## src/rtl/paged_pc.sv

```systemverilog
module paged_pc #(
  parameter int PC_W    = 13,
  parameter int LOW_W   = 8,
  parameter int IMM_W   = 11,
  parameter int DEPTH   = 8,
  parameter int VEC     = 4
) (
  input  logic              clk,
  input  logic              rst_n,
  input  logic [2:0]        op,
  input  logic [IMM_W-1:0]  imm,
  input  logic [LOW_W-1:0]  wr_data,
  input  logic              latch_we,
  output logic [PC_W-1:0]   pc
);
  localparam int LATCH_W = PC_W - LOW_W;
  localparam int PAGE_W  = PC_W - IMM_W;
  localparam int SP_W    = $clog2(DEPTH);

  logic [LATCH_W-1:0] latch_q;
  logic [SP_W-1:0]    sp;
  logic [PC_W-1:0]    stk [DEPTH];

  wire [SP_W-1:0]   sp_dn  = sp - 1'b1;
  wire [PC_W-1:0]   pc_inc = pc + 1'b1;
  wire [PC_W-1:0]   far    = {latch_q[LATCH_W-1 -: PAGE_W], imm};

  always_ff @(posedge clk) begin
    if (!rst_n) begin
      pc      <= '0;
      latch_q <= '0;
      sp      <= '0;
      for (int i = 0; i < DEPTH; i++) stk[i] <= '0;
    end else begin
      if (latch_we) latch_q <= wr_data[LATCH_W-1:0];
      case (op)
        3'd0: pc <= pc_inc;
        3'd1: pc <= {latch_q, wr_data};
        3'd2: pc <= far;
        3'd3: begin
          stk[sp] <= pc_inc;
          sp      <= sp + 1'b1;
          pc      <= far;
        end
        3'd4: begin
          pc <= stk[sp_dn];
          sp <= sp_dn;
        end
        3'd5: begin
          stk[sp] <= pc;
          sp      <= sp + 1'b1;
          pc      <= PC_W'(VEC);
        end
        default: pc <= pc;
      endcase
    end
  end
endmodule


```

## config.mk

```make
export PLATFORM = sky130hd
export DESIGN_NAME = paged_pc
export DESIGN_NICKNAME = d
export VERILOG_FILES = /design/src/rtl/paged_pc.sv
export SDC_FILE = /design/constraint.sdc
export NUM_CORES = 1
export LEC_CHECK = 0
export ABC_AREA = 1
export ABC_CLOCK_PERIOD_IN_PS = 4480
export CAP_MARGIN = 0
export CELL_PAD_IN_SITES_DETAIL_PLACEMENT = 1
export CELL_PAD_IN_SITES_GLOBAL_PLACEMENT = 1
export CORE_ASPECT_RATIO = 0.6
export CORE_UTILIZATION = 40
export CTS_BUF_LIST = sky130_fd_sc_hd__clkbuf_4 sky130_fd_sc_hd__clkbuf_8
export DETAILED_ROUTE_END_ITERATION = 16
export HOLD_SLACK_MARGIN = 0.1
export PLACE_DENSITY = 0.7
export SLEW_MARGIN = 10
export SYNTH_ARGS = -nofsm -noshare
export SYNTH_HDL_FRONTEND = slang
export SYNTH_SLANG_ARGS = --single-unit
```

## constraint.sdc

```tcl
create_clock -name clk -period 4.48 [get_ports clk]
set_clock_uncertainty 0.15 [all_clocks]
set_input_delay 1.344 -clock clk [delete_from_list [all_inputs] [get_ports clk]]
set_output_delay 1.344 -clock clk [all_outputs]
set_load 0.005 [all_outputs]
```

# Word-level counts from Yosys, hierarchy flattened
# Memory sizes are Yosys's and may differ from the RTL's.
# Cells that the tools add are included.
# word_totals
regBits	21
in_bits	25
ram_bits	104
mem_count	1
# mem_list
memory	depth	width	read_ports	rd_clocked_by_memory_dff	wr	line_no	text
stk	8	13	1	0	8	22	logic [PC_W-1:0] stk [DEPTH];
# op_classes
n_eq_ne	5
bitwise_logic	1
n_addsub	3
reduce_logical	6
mux	13
# op_table
op	n
13-bit one-hot mux with 5 select lines	1
13-bit 2-to-1 mux	2
13-bit by 1-bit adder with 13-bit output (second input constant)	1
13-bit OR reduction	1
1-bit 2-to-1 mux	8
3-bit by 2-bit equality test with 1-bit output (second input constant)	2
3-bit equality test (second input constant)	2
3-bit one-hot mux with 2 select lines	1
5-bit nonzero test	1
2-bit OR reduction	2
3-bit by 1-bit adder with 3-bit output (second input constant)	1
3-bit by 1-bit equality test with 1-bit output (second input constant)	1
3-bit zero test	1
3-bit 2-to-1 mux	1
3-bit by 1-bit subtractor with 3-bit output (second input constant)	1
2-bit nonzero test	1
1-bit bitwise OR	1

# Depth between registers and ports, before layout
# logic_depth
word_depth	7
mapped_depth	14
depth_no_buf	10

# Worst setup path before layout
# OpenSTA, ideal clock, no wires.
# synth_path
path_kind	in2reg
start	in op[1]
end	mem stk[0][0] (enable)
t_arrival_ps	2668
cell_stages	8
path_buffers	1
setup_slack_ps	1306
setup_time_ps	356
required_ps	3974
path_cell_list	inv_1 > nand2_2 > a21oi_1 > nand2_1 > nor2_2 > nand2_1 > buf_2 > nand2_1
# synth_lines
element	line_no	text
start: declaration	10	input logic [2:0] op,
end: declaration	22	

==> run summary <==
The tightest hold path in the finished design has a slack of 0.399 ns. The per-cell routed wire length came out at 19.3 um. The overall power of the completed layout came out at 2.78 mW.

The required time of the worst setup path came out at 4.42 ns. The die extent in y is 98.0 um. The worst slew margin relative to its limit came out at 35.8%. The instance area after placement came out at 6740 um2. The register bit total from synthesis is 125.

Setup repair after global routing left no endpoint under its margin. The worst setup path is of the in2reg kind. The overall overflow remaining after global route came out at 0. The total routing resource utilization after global routing is 25.1%. STA classifies the critical path endpoint as a flop. The post-cts sizing count came out at 0. The tree is rooted in a clkbuf_8.

At the worst endpoint, the arrival time is 3.55 ns. The sum of negative setup slack is 0 ns. The area inside the core boundary came out at 14800 um2. edfxtp_1 takes more of the synthesized area than any other cell. Yosys attributes the largest share of cell area to edfxtp_1 (51%), nand2_1 (11%), nor2_1 (9.6%).

TritonCTS built the clock tree. The beginning of the worst hold path is latch_q[2]. The via-per-instance ratio came out at 5.39. The most common library cell in the layout ignoring fill and taps is nand2_1.

The final layout contains 784 nets. The first global-routing pass estimated 29.7 mm of wire. The final HPWL from detailed placement came out at 13.6 mm.

The clock reaches the later pin of the worst-skew pair after 0.46 ns. The cell area after synthesis is 6150 um2. The endpoint identified for the worst register-to-register timing path is pc[11]. The number of global-route vias before repair came out at 5379. The die is 162 um wide. Power spread over the standard cell area amounts to 389 nW/um2. OpenSTA, run right after detailed placement, puts the worst setup slack at 0.395 ns. The total wire length after detailed routing came out at 18.7 mm.

The TritonCTS sink count is 125. Across the whole layout, storage elements account for 3540 um2. The final setup violation count is 0.

Once layout is done, the placed cells without fillers occupy 7150 um2. The static leakage is 2.81 nW. The register-to-register setup slack is 1.23 ns. The total number of yosys warnings came out at 0. The number of top-level pins is 38. The worst hold path passes through 2 cells.

The highest ir drop seen on vdd came out at 0.154 mV. The clock period minus worst slack is 3.61 ns. The tightest min-delay check is of the reg2reg type. The quantity of hold-fixing buffers added after cts came out at 0. The CTS buffer count came out at 17.

Counting cells, the worst reg-to-reg path comes to 10. The number of port buffers came out at 37. In the final layout, the share of cells above drive strength 1 is 8.32%. The residual antenna-violating net count after detailed routing is 0. The clock-pin transition on the worst setup and hold timing paths is 0.09 ns.

The initial antenna violation count is 0. The final antenna diode count is 0. The max-slew violation count came out at 0.

The final-report hold violation count is 0. The fraction of synthesized cell area taken by the top area cell type came out at 50.8%. The average size of a mapped cell came out at 8.57 um2. At the pin with the least slew margin, the transition time is 0.958 ns. The number of design-rule violations left by the first detailed-router iteration is 374. STA classifies the critical path startpoint as an input port. The area taken by multi-input logic gates came out at 2300 um2. The signed area change from the synthesized netlist to the final layout is 16.3%. The total iterations of the first detailed-routing run came out at 5.

The weighted congestion at the end of routability-driven global placement is 0.871. Synthesis produced 717 cells. The post-synthesis sequential area ratio came out at 57.6%. The number of setup buffers added after CTS is 0. The net count of the mapped netlist is 745. The floorplan has 34 rows. The post-route fraction of the period consumed by the critical path came out at 80.5%. The floorplan step defined a die boundary enclosing 15900 um2. The netlist uses 32 different library cells. The max-capacitance violation count is 0.

The worst-case setup margin in the final layout is 0.872 ns. The starting density of the core came out at 41.6%. The longest clock path from root to sink contains 2 buffers. The number of levels in the clock H-tree is 4. The via count came out at 5212. Fill cells in the final layout number 1729. The highest net fanout along the worst path is 13.

The DRC violations left came out at 0. The maximum number of pins on one net before global-route repair came out at 56. The flow ran to the end, and the final reports show no timing, DRC or antenna violations. The fmax came out at 0.277 GHz. In this run the critical register-to-register path is launched from sp[1]. The worst hold path terminates at latch_q[2]. The top cell types in the final layout, fill and taps aside, are nand2_1 (176), nor2_1 (157), edfxtp_1 (104), nand3_1 (76), inv_1 (38).
-- area by class of cell --
| type | count | area share, % |
|---|---|---|
| clock buffers | 17 | 3.27 |
| clock inverters | 15 | 2.36 |
| inverters | 42 | 2.21 |
| multi-input cells | 517 | 32.2 |
| flip-flops and latches | 125 | 49.6 |
| well taps | 198 | 3.47 |
| repair buffers | 53 | 6.86 |
-- routing by layer --
metal / global-route usage, % / wire (um) / vias to the layer above
met5: 0 / 0 / -
met4: 8.42 / 272 / 0
met3: 4.84 / 901 / 26
met2: 36.4 / 7990 / 115
met1: 37.4 / 9530 / 2604
li1: - / - / 2467
-- sequential cells by signal (all words and copies together) (netlist names) --
| name | count |
|---|---|
| pc | 13 |
| stk | 104 |
| sp | 3 |
| latch_q | 5 |
-- synth_stat cells, drive strengths merged --
cell type  number
mux2i           1
o22ai           8
nor2          159
xor2            6
nand4           2
clkinv          2
inv            40
nand2         177
dfxtp          21
o21ai          44
clkbuf         17
a31oi           2
or2             2
o21bai          1
nand3          77
edfxtp        104
xnor2           2
nand3b          1
buf            16
a21oi          30
ha              3
nor3            2
-- power by group --
| part | switching, mW | internal [mW] |
|---|---|---|
| clock network | 0.584 | 0.428 |
| registers | 0.0418 | 1.31 |
| logic | 0.285 | 0.134 |
| total | 0.910 | 1.87 |
-- how the worst max path moves through the flow --
stage	to	slack [ns]	depth (start not counted)	startpoint
floorplan	stk[0][0]	1.31	8	op[1]
finish	stk[2][8]	0.87	8	op[2]
global route	stk[2][1]	0.64	8	op[1]
detailed placement	stk[2][6]	0.40	8	op[1]
CTS	stk[2][1]	0.88	8	op[1]
global placement	stk[6][7]	0.61	8	op[2]
-- metrics by stage --
step                utilization (%)  std cells
floorplan                         -        717
global placement               45.7        935
detailed placement             45.7        935
CTS                            48.4        967
global route                   48.4        967
finish                         48.4        967
-- logic make-up (layout without fill, tap and decap cells) --
| family | count (synthesis) | in the layout | share of synthesized area [%] |
|---|---|---|---|
| simple gates | 420 | 420 | 27.9 |
| flops | 125 | 125 | 57.6 |
| compound gates | 85 | 85 | 7.71 |
| buf+inv | 75 | 127 | 4.86 |
| xor+xnor | 8 | 8 | 1.14 |
| fa+ha+maj | 3 | 3 | 0.611 |
| mux | 1 | 1 | 0.163 |
-- critical path, stage by stage --
cell             delay (ns)
clkdlybuf4s50_1        0.54
inv_1                  0.15
nand2_1                0.08
a21oi_1                0.42
nand2_1                0.18
nor2_2                 0.20
nand2_1                0.10
nand2_1                0.53
No activity file was read; power rests on OpenSTA's default activity.
